<file path="src/rtl/vpt_pkg.sv">
package vpt_pkg;
  localparam int unsigned DEF_DATA_W = 32;
  localparam int unsigned DEF_COL_W  = 12;
  localparam int unsigned DEF_ROW_W  = 12;

  typedef struct packed {
    logic early_eol;
    logic late_eol;
    logic early_sof;
    logic no_sof;
  } vpt_err_t;
endpackage

</file>
<file path="src/rtl/vpt_pos_count.sv">
module vpt_pos_count #(
  parameter int unsigned COL_W = 12,
  parameter int unsigned ROW_W = 12
) (
  input  logic             clk,
  input  logic             rst,
  input  logic             acc,
  input  logic             sof,
  input  logic             eol,
  output logic [COL_W-1:0] cur_col,
  output logic [ROW_W-1:0] cur_row,
  output logic [ROW_W-1:0] rows_done,
  output logic             seen_sof
);
  logic [COL_W-1:0] col_q;
  logic [ROW_W-1:0] row_q;

  // coordinates of the pixel on the bus this cycle
  assign cur_col   = sof ? '0 : col_q;
  assign cur_row   = sof ? '0 : row_q;
  assign rows_done = row_q;

  always_ff @(posedge clk) begin
    if (rst) begin
      col_q    <= '0;
      row_q    <= '0;
      seen_sof <= 1'b0;
    end else if (acc) begin
      if (sof) seen_sof <= 1'b1;
      if (eol) begin
        col_q <= '0;
        row_q <= cur_row + 1'b1;
      end else begin
        col_q <= cur_col + 1'b1;
        row_q <= cur_row;
      end
    end
  end
endmodule

</file>
<file path="src/rtl/vpt_geom_learn.sv">
module vpt_geom_learn #(
  parameter int unsigned COL_W = 12,
  parameter int unsigned ROW_W = 12
) (
  input  logic             clk,
  input  logic             rst,
  input  logic             acc,
  input  logic             sof,
  input  logic             eol,
  input  logic             seen_sof,
  input  logic [COL_W-1:0] cur_col,
  input  logic [ROW_W-1:0] rows_done,
  output logic             geom_ok,
  output logic [COL_W:0]   ref_w,
  output logic [ROW_W-1:0] ref_h
);
  logic w_got;
  logic close_frame;

  assign close_frame = acc && sof && seen_sof && w_got && (rows_done != '0) && !geom_ok;

  always_ff @(posedge clk) begin
    if (rst) begin
      geom_ok <= 1'b0;
      w_got   <= 1'b0;
      ref_w   <= '0;
      ref_h   <= '0;
    end else if (!geom_ok && acc) begin
      if (close_frame) begin
        geom_ok <= 1'b1;
        ref_h   <= rows_done;
      end else begin
        if (sof) w_got <= 1'b0;
        if (eol && (seen_sof || sof) && (!w_got || sof)) begin
          w_got <= 1'b1;
          ref_w <= {1'b0, cur_col} + 1'b1;
        end
      end
    end
  end
endmodule

</file>
<file path="src/rtl/vpt_frame_check.sv">
module vpt_frame_check #(
  parameter int unsigned COL_W = 12,
  parameter int unsigned ROW_W = 12
) (
  input  logic             clk,
  input  logic             rst,
  input  logic             acc,
  input  logic             sof,
  input  logic             eol,
  input  logic             seen_sof,
  input  logic             geom_ok,
  input  logic [COL_W:0]   ref_w,
  input  logic [ROW_W-1:0] ref_h,
  input  logic [COL_W-1:0] cur_col,
  input  logic [ROW_W-1:0] rows_done,
  output vpt_pkg::vpt_err_t err
);
  logic [COL_W:0] col_ext;
  vpt_pkg::vpt_err_t err_d;

  assign col_ext = {1'b0, cur_col};

  always_comb begin
    err_d           = '0;
    err_d.no_sof    = acc && !sof && !seen_sof;
    if (acc && geom_ok) begin
      err_d.early_eol = eol && ((col_ext + 1'b1) < ref_w);
      err_d.late_eol  = (col_ext == ref_w);
      err_d.early_sof = sof && (rows_done < ref_h);
    end
  end

  always_ff @(posedge clk) begin
    if (rst) err <= '0;
    else     err <= err_d;
  end
endmodule

</file>
<file path="src/rtl/vid_pos_tracker.sv">
module vid_pos_tracker #(
  parameter int unsigned DATA_W = vpt_pkg::DEF_DATA_W,
  parameter int unsigned COL_W  = vpt_pkg::DEF_COL_W,
  parameter int unsigned ROW_W  = vpt_pkg::DEF_ROW_W
) (
  input  logic              clk,
  input  logic              rst,
  input  logic              s_valid,
  input  logic              s_ready,
  input  logic [DATA_W-1:0] s_data,
  input  logic              s_sof,
  input  logic              s_eol,
  output logic              m_valid,
  output logic [DATA_W-1:0] m_data,
  output logic              m_sof,
  output logic              m_eol,
  output logic              pos_vld,
  output logic [COL_W-1:0]  pos_col,
  output logic [ROW_W-1:0]  pos_row,
  output logic              geom_ok,
  output logic [COL_W:0]    ref_width,
  output logic [ROW_W-1:0]  ref_height,
  output logic              err_eol_early,
  output logic              err_eol_late,
  output logic              err_sof_early,
  output logic              err_no_sof
);
  logic             acc;
  logic [COL_W-1:0] cur_col;
  logic [ROW_W-1:0] cur_row;
  logic [ROW_W-1:0] rows_done;
  logic             seen_sof;
  vpt_pkg::vpt_err_t err;

  assign acc     = s_valid && s_ready;
  assign m_valid = s_valid;
  assign m_data  = s_data;
  assign m_sof   = s_sof;
  assign m_eol   = s_eol;

  vpt_pos_count #(.COL_W(COL_W), .ROW_W(ROW_W)) u_cnt (
    .clk(clk), .rst(rst), .acc(acc), .sof(s_sof), .eol(s_eol),
    .cur_col(cur_col), .cur_row(cur_row), .rows_done(rows_done),
    .seen_sof(seen_sof)
  );

  vpt_geom_learn #(.COL_W(COL_W), .ROW_W(ROW_W)) u_geom (
    .clk(clk), .rst(rst), .acc(acc), .sof(s_sof), .eol(s_eol),
    .seen_sof(seen_sof), .cur_col(cur_col), .rows_done(rows_done),
    .geom_ok(geom_ok), .ref_w(ref_width), .ref_h(ref_height)
  );

  vpt_frame_check #(.COL_W(COL_W), .ROW_W(ROW_W)) u_chk (
    .clk(clk), .rst(rst), .acc(acc), .sof(s_sof), .eol(s_eol),
    .seen_sof(seen_sof), .geom_ok(geom_ok), .ref_w(ref_width),
    .ref_h(ref_height), .cur_col(cur_col), .rows_done(rows_done),
    .err(err)
  );

  assign err_eol_early = err.early_eol;
  assign err_eol_late  = err.late_eol;
  assign err_sof_early = err.early_sof;
  assign err_no_sof    = err.no_sof;

  always_ff @(posedge clk) begin
    if (rst) begin
      pos_vld <= 1'b0;
      pos_col <= '0;
      pos_row <= '0;
    end else begin
      pos_vld <= acc && (s_sof || seen_sof);
      if (acc) begin
        pos_col <= cur_col;
        pos_row <= cur_row;
      end
    end
  end
endmodule

</file>
<file path="config.mk">
export PLATFORM = sky130hd
export DESIGN_NAME = vid_pos_tracker
export DESIGN_NICKNAME = d
export VERILOG_FILES = /design/src/rtl/vpt_pkg.sv /design/src/rtl/vpt_pos_count.sv /design/src/rtl/vpt_geom_learn.sv /design/src/rtl/vpt_frame_check.sv /design/src/rtl/vid_pos_tracker.sv
export SDC_FILE = /design/constraint.sdc
export NUM_CORES = 1
export LEC_CHECK = 0
export BUFFER_PORTS_ARGS = -buffer_cell sky130_fd_sc_hd__buf_2
export CAP_MARGIN = 40
export CORE_MARGIN = 1
export CORE_UTILIZATION = 23
export DETAILED_ROUTE_END_ITERATION = 10
export PLACE_DENSITY = 0.39
export SYNTH_ARGS = -nofsm -noshare
export SYNTH_HDL_FRONTEND = slang
export SYNTH_SLANG_ARGS = --single-unit
</file>
<file path="constraint.sdc">
create_clock -name clk -period 6.3 [get_ports clk]
set_clock_uncertainty 0.1 [all_clocks]
set_input_delay 0.63 -clock clk [delete_from_list [all_inputs] [get_ports clk]]
set_output_delay 0.63 -clock clk [all_outputs]
set_load 0.02 [all_outputs]
</file>
; ---- Word level (Yosys, flattened, before mapping)
; Index checks and enable logic that the tools add are counted.
; Widths: inputs -> output; s select.
[totals]
reg_bits = 81
inputBits = 38
out_inout_bits = 90
elab_cells = 56
[op_classes]
addsub = 3
magnitude_cmp = 2
n_eq_ne = 1
n_mux = 6
bitwise_logic = 2
reduce_logical = 28
[ops]
columns = op, count
row1 = $mux 12, 4
row2 = $add 12x1->12 const B, 2
row3 = $logic_and 1x1->1, 15
row4 = $add 12x1->13 const B, 1
row5 = $eq 12x13->1, 1
row6 = $lt 13x13->1, 1
row7 = $lt 12x12->1, 1
row8 = $reduce_bool 12->1, 1
row9 = $reduce_and 3->1, 2
row10 = $logic_not 1->1, 4
row11 = $reduce_and 2->1, 2
row12 = $logic_or 1x1->1, 2
row13 = $mux 1, 2
row14 = $not 1->1, 2
row15 = $reduce_bool 2->1, 1
row16 = $reduce_or 2->1, 1

; ---- Depth between registers and ports, before layout
; Gate-level depths: netlist (run 1).
[depth]
ltp_word = 8
mapped_depth = 13
depth_no_buf = 11

; ---- Modules after synthesis
; Synthesis (run 1) repeated with hierarchy kept, for this count alone.
[unflattened]
cells_unflattened = 623
area_unflattened_um2 = 5360.1
[modules_own_cells]
columns = mod, instances, cells_each, area_per_inst_um2
row1 = vid_pos_tracker, 1, 150, 1486.4
row2 = vpt_pos_count, 1, 186, 1451.4
row3 = vpt_geom_learn, 1, 160, 1410.1
row4 = vpt_frame_check, 1, 127, 1012.2

; ---- Worst setup path before layout (run 1)
; OpenSTA, ideal clock, no wires.
[synth_timing]
path_type = in2reg
startpoint = in s_sof
endpoint = reg, netlist name u_chk.err[3]
setup_time_ps = 64
arrival_ps = 3117
slack_ps = 3019
path_stages = 12
path_buffers = 2
cell_sequence = clkbuf_1 > buf_2 > nor2b_1 > ha_1 > nand3_1 > nor3b_2 > mux2_2 > ha_1 > nand4_1 > nor4bb_1 > o221ai_1 > nor2_1
[synth_via]
elab_chain_len = 4
[synth_rtl]
columns = item, line
row1 = start: declaration, vid_pos_tracker.sv:11  ; input logic s_sof,
row2 = $mux 12, vpt_pos_count.sv:19  ; assign cur_col = sof ? '0 : col_q;
row3 = via cur_col[0], vid_pos_tracker.sv:29  ; logic [COL_W-1:0] cur_col;
row4 = $add 12x1->13, vpt_frame_check.sv:27  ; err_d.early_eol = eol && ((col_ext + 1'b1) < ref_w);
row5 = $lt 13x13->1, vpt_frame_check.sv:27
row6 = $logic_and 1x1->1, vpt_frame_check.sv:27
; The timed path passes the listed nets, and every way through them passes these cells.
; A chain may end at the register's enable or synchronous reset.

; ---- Worst setup path in the final report (run 1)
[layout_timing]
startpoint = in s_sof
endpoint = reg, netlist name u_chk.err[3]
[layout_via]
elab_chain_len = 4
[layout_rtl]
columns = item, line
row1 = $mux 12, vpt_pos_count.sv:19
row2 = via cur_col[0], vid_pos_tracker.sv:29
row3 = $add 12x1->13, vpt_frame_check.sv:27
row4 = $lt 13x13->1, vpt_frame_check.sv:27
row5 = $logic_and 1x1->1, vpt_frame_check.sv:27
; The timed path passes the listed nets, and every way through them passes these cells.

==> results.toml, run 1 <==
[placement]
dpl_cell_area_um2 = 4836
placed_cells = 834
dp_slack_ns = 2.466
io_buffer_count = 63
gp_congestion = 0.8392
hpwl_um = 9307

[worst_setup_path]
path_cells = "buf_2, buf_4, nor2b_1, ha_1, nand3_1, nor3b_2, mux2_2, ha_1, nand4_1, nor4bb_1, o221ai_1, nor2_1"
cp.required_ns = 6.48
critPathArrivalTime_ns = 3.68
worstPathMaxFanout = 29
cp-start-kind = "primary input"
cp_common_cell = "ha_1"
end_kind = "flip-flop"
cpPeakStageDelay_ns = 0.40
worstReg2RegEnd = "u_chk.err[3]"
crit_family = "simple AND/OR/NAND/NOR gates"
crit_slowest_cell = "nor3b_2"
critical_path_class = "primary input to flip-flop"
r2r_setup_slack_ns = 3.17
r2r_start = "u_cnt.col_q[0]"
ff2ff_path_depth = 10
path_buf_inv = 2

[floorplanning]
rows = 51
core_um2 = 19530
die_y_um = 143.4
initial_core_util = 0.2356
dieArea_um2 = 20570
die_w_um = 143.4
ioPinCount = 128

[grt]
grt_overflow = 0
grt_max_degree = 80
grt_pass1_vias = 3936
grt_use_total = 0.1356
antenna_found_initial = 0
grt_pass1_wl_um = 21250

[layout]
area_growth_pct = 11.29
layout_common_cells = "nor2_1 (83), dfxtp_1 (81), a21oi_1 (64)"
stdcell_count = 850
antennaDiodeCount = 0
final_core_util = 0.2622
fillCellCount = 2172
drive_gt1_frac = 0.1675
fin_nets = 644
layout_commonest_cell = "nor2_1"
fin_area_um2 = 5120

[clock_tree]
cts-root-buf = "clkbuf_16"
cts_num_sinks = 81
cts_tree = "yes"
clk_latency_ns = 0.35
cts.clk_slew.worst_paths_ns = 0.06
clockBufferDepth = 2
numCtsBuffers = 9
post-cts-setup-buffers = 0
h-tree-depth = 3
cts_resized = 0
postCtsHoldBufs = 0

[logic_synthesis]
syn_nets = 638
ys_warn_count = 0
syn-instance-count = 574
synth_async_sr_flop_share = 0
synth_sequential_area_ratio = 0.3525
synth_ff_type = "dfxtp_1"
synth_edf_count = 0
synth_area_um2 = 4601
synth_seq_cells = 81
syn_avg_cell_area_um2 = 8.015
synth_cell_type_count = 57

[hold_path]
hold_path_startpoint = "pos_col[10]"
hold_end = "pos_col[10]"
holdPathStages = 2
hold_class = "flip-flop to flip-flop"

[drt]
drcViolationCount = 0
drtAntennaViolNets = 0
drt-vias-per-instance = 4.642
dr.pass1.iters = 4
drt_iter0_markers = 172
wl_per_cell_um = 15.42
drt_wl_total_um = 13110
vias = 3946

[timing]
tns_ns = 0
layout_setup_ws_ns = 2.806
max_slew_margin = 0.3958
fin_crit_ns = 3.494
finalSetupViolCount = 0
drv_slew = 0
max_freq_mhz = 286.2
fin_crit_sh = 0.5546
worst_slew_pin_slew_ns = 0.9063
report.final.hold_viol_count = 0
rsz0062_at_grt = "no"
hold_ws_ns = 0.3586

[run_status]
outcome = "finished, final reports clean"

[pwr]
p_sw_mw = 0.2600
intPower_mw = 0.8154
cellLeakagePower_nw = 1.999
power_mw = 1.075
clkPwrFrac = 0.471
pwr_density_cell_nw_per_um2 = 210.0
p_sw_frac = 0.2418
p_seq_frac = 0.481
pwr-share-comb = 0.048
ir_drop_mv = 0.1275

[job]
maxCapViolations = 0
[worst max path at each step]
stage,start,to,slack (ns),cells past startpoint
2_1_floorplan,s_sof,u_chk.err[3],3.02,12
5_1_grt,s_sof,u_chk.err[3],2.52,12
3_5_place_dp,s_sof,u_chk.err[3],2.47,12
6_report,s_sof,u_chk.err[3],2.81,12
3_3_place_gp,s_sof,u_chk.err[3],2.60,12
4_1_cts,s_sof,u_chk.err[3],2.81,12
[cells in the mapped netlist (11+ instances only)]
cell	number	area, um2
buf_4	36	270.3
nor2_1	83	311.6
clkbuf_1	25	93.84
o21ai_0	16	80.08
nor2b_1	12	75.07
a21oi_1	64	320.3
dfxtp_1	81	1622
inv_1	29	108.9
nand2_1	47	176.4
nand3_1	13	65.06
ha_1	26	325.3
mux2i_1	15	150.1
nand4_1	11	68.82
[state kept, by name, indices dropped and copies added (netlist names)]
name             count
pos_col             12
pos_row             12
pos_vld              1
u_chk.err            4
u_cnt.col_q         12
u_cnt.rows_done     12
u_cnt.seen_sof       1
u_geom.geom_ok       1
u_geom.ref_h        12
u_geom.ref_w        13
u_geom.w_got         1
[worst reg2reg max path: cells and delay by family (launching register included)]
kind / cells / cell delay [ns]
DFF: 1 / 0.39
muxes: 1 / 0.40
AOI/OAI and AO/OA: 1 / 0.16
and+or+nand+nor: 6 / 1.50
adders and majority gates: 2 / 0.53
[logic make-up (layout without fill, tap and decap cells)]
family / count (synthesis) / in the layout / synth area share
muxes: 17 / 17 / 0.03753
AOI/OAI and AO/OA: 120 / 120 / 0.1602
xor gates and xnor gates: 13 / 13 / 0.02475
buffers and inverters: 100 / 111 / 0.1180
DFF: 81 / 81 / 0.3525
and+or+nand+nor: 217 / 217 / 0.2363
adders and majority gates: 26 / 26 / 0.07071
[power groups by stage]
stage                     Sequential [mW]  Clock, mW  Combinational [mW]
final                               0.517      0.507              0.0514
after global routing                0.517      0.547              0.0573
after CTS                           0.517      0.528              0.0525
after detailed placement            0.529          0              0.0523
after global placement              0.529          0              0.0520
after floorplan                     0.528          0              0.0685
[layout make-up]
type                    count  area [um2]  area share
clock buffers              12       256.5     0.05010
well taps                 265       331.6     0.06476
inverters                  29       108.9     0.02126
flip-flops and latches     81        1622      0.3167
multi-input cells         393        2436      0.4758
repair buffers             66       337.8     0.06598
clock inverters             4       27.53    0.005376
[per-layer routing]
metal,part of all wire,GRT usage,vias up
met5,0,0,-
met3,0.042,0.03865,24
li1,-,-,1954
met4,0.015,0.04759,0
met2,0.50,0.2366,91
met1,0.44,0.1573,1877
(Power assumes the default switching activity.)
==> inputs of run 2 (changes only) <==
--- a/config.mk
+++ b/config.mk
@@ -10,7 +10,7 @@
 export CORE_MARGIN = 1
 export CORE_UTILIZATION = 23
 export DETAILED_ROUTE_END_ITERATION = 10
-export PLACE_DENSITY = 0.39
+export PLACE_DENSITY = 0.4
 export SYNTH_ARGS = -nofsm -noshare
 export SYNTH_HDL_FRONTEND = slang
 export SYNTH_SLANG_ARGS = --single-unit
==> constraint.sdc (replaced) <==
create_clock -name clk -period 3.05 [get_ports clk]
set_clock_uncertainty 0.1 [all_clocks]
set_input_delay 0.305 -clock clk [delete_from_list [all_inputs] [get_ports clk]]
set_output_delay 0.305 -clock clk [all_outputs]
set_load 0.02 [all_outputs]
==> run 2 against run 1 <==
  * Final area is 2.2% higher
  * Highest routed layer unchanged
  * Hold slack worse by 0.14 ns
  * Largest power group is now the clock network
  * Sequential share of layout area is 0.67 points lower
  * Global-route usage is 0.23 points higher
  * Via count is 1.2% higher
  * Sequential cell count stayed put
  * Critical path depth is 2 lower
  * Non-clock buffer count is 12 higher
  * Sequential power is 110% higher
==> results.toml, run 2 (synthesized netlist as in run 1, its figures left out) <==
[pwr]
cellLeakagePower_nw = 2.087
ir_drop_mv = 0.2594
pwr_density_cell_nw_per_um2 = 436.8

[layout]
layout_common_cells = "nor2_1 (83), dfxtp_1 (80), a21oi_1 (64)"
largest_reg_flops = 13
seq_area_um2 = 1623
multi_input_area_um2 = 2447
drive_gt1_frac = 0.1862
fin_area_um2 = 5235
fin_nets = 656
antennaDiodeCount = 0
layout_commonest_cell = "nor2_1"
area_growth_pct = 13.79
fillCellCount = 2188
top_register = "u_geom.ref_w"

[worst_setup_path]
worstPathMaxFanout = 6
cp-start-kind = "flip-flop"
cp.required_ns = 3.23
end_kind = "flip-flop"
path_buf_inv = 0
critPathArrivalTime_ns = 2.97
crit_slowest_cell = "dfxtp_1"
cpPeakStageDelay_ns = 0.39
crit_family = "simple AND/OR/NAND/NOR gates"
cp_common_cell = "ha_1"
path_cells = "nor2b_1, ha_1, nand3_2, nor3b_4, mux2_2, ha_1, nand4_1, nor4bb_1, o221ai_1, nor2_1"
critical_path_class = "flip-flop to flip-flop"

[floorplanning]
core_um2 = 19530
die_y_um = 143.4
ioPinCount = 128
dieArea_um2 = 20570
die_w_um = 143.4
initial_core_util = 0.2356
rows = 51

[placement]
io_buffer_count = 63
hpwl_um = 9857
dpl_cell_area_um2 = 4926
dp_slack_ns = 0.1449
gp_congestion = 0.8506

[timing]
max_slew_margin = 0.4225
fin_crit_ns = 2.792
tns_ns = 0
fin_crit_sh = 0.9154
rsz0062_at_grt = "no"
max_freq_mhz = 358.2
worst_slew_pin_slew_ns = 0.8663
drv_slew = 0
report.final.hold_viol_count = 0
finalSetupViolCount = 0
layout_setup_ws_ns = 0.2579

[clock_tree]
post-cts-setup-buffers = 0
cts_num_sinks = 81
cts-root-buf = "clkbuf_16"
h-tree-depth = 3
cts.clk_slew.worst_paths_ns = 0.06
cts_tree = "yes"
numCtsBuffers = 9
clockBufferDepth = 2
clk_latency_ns = 0.35

[drt]
vias = 3995
drt_wl_total_um = 13580
drt_iter0_markers = 208
drtAntennaViolNets = 0
dr.pass1.iters = 5
wl_per_cell_um = 15.77
drcViolationCount = 0
drt-vias-per-instance = 4.640

[job]
maxCapViolations = 0

[grt]
antenna_found_initial = 0
grt_use_total = 0.1378
grt_pass1_vias = 4000
grt_max_degree = 79
grt_overflow = 0
grt_pass1_wl_um = 21620

[run_status]
outcome = "finished, final reports clean"

[hold_path]
hold_class = "primary input to flip-flop"
-- run 2: changes by cell type in the layout (fill, tap and decap cells not counted), sizes merged --
cell / previous run / this run
buf: 66 / 78
clkinv: 4 / 2
bufinv: 0 / 1
-- run 2: per-layer routing --
layer / track usage / part of all wire / wire (um)
met2: 0.2402 / 0.50 / 6828
met3: 0.03232 / 0.038 / 518
met4: 0.04423 / 0.018 / 251
met5: 0 / 0 / 0
met1: 0.1660 / 0.44 / 5977
-- run 2: worst min-delay path, stage by stage --
cell	delay, ns
buf_2	0.12
nor2b_1	0.06
nand2_1	0.07
a21oi_1	0.05
-- run 2: final timing paths --
path                  startpoint  slack [ns]      endpoint  depth (start not counted)
hold reg to reg       pos_row[8]        0.35    pos_row[8]                          2
hold / removal             s_sof        0.22    pos_col[1]                          4
setup reg to reg  u_cnt.col_q[0]        0.26  u_chk.err[3]                         10
setup / recovery  u_cnt.col_q[0]        0.26  u_chk.err[3]                         10
-- run 2: final cells by class --
| cell class | count | share of cell area |
|---|---|---|
| multi-input cells | 393 | 0.4675 |
| flip-flops and latches | 81 | 0.3100 |
| repair buffers | 78 | 0.08174 |
| well taps | 265 | 0.06334 |
| clock buffers | 12 | 0.04900 |
| inverters | 29 | 0.02079 |
| clock inverters | 3 | 0.007648 |
-- run 2: power by group --
| part | internal [mW] | switching (mW) | total (mW) |
|---|---|---|---|
| registers | 1.06 | 0.00600 | 1.07 |
| logic | 0.0298 | 0.0821 | 0.112 |
| clock network | 0.672 | 0.435 | 1.11 |
| total | 1.76 | 0.523 | 2.29 |
-- run 2: timing repair --
item,CTS,global route
endpoints found under the hold margin,0,0
resized for setup,0,3
setup endpoints to repair,0,1
hold buffers,0,0
-- run 2: per-stage QoR --
stage	instances	hold slack (ns)	utilization	total power [mW]
after global routing	861	0.2355	0.2681	2.384
after detailed placement	846	0.3488	0.2523	1.206
final	861	0.2183	0.2681	2.287
after CTS	861	0.2219	0.2675	2.333
after floorplan	574	0.3415	-	1.232
after global placement	846	0.3463	0.2523	1.205
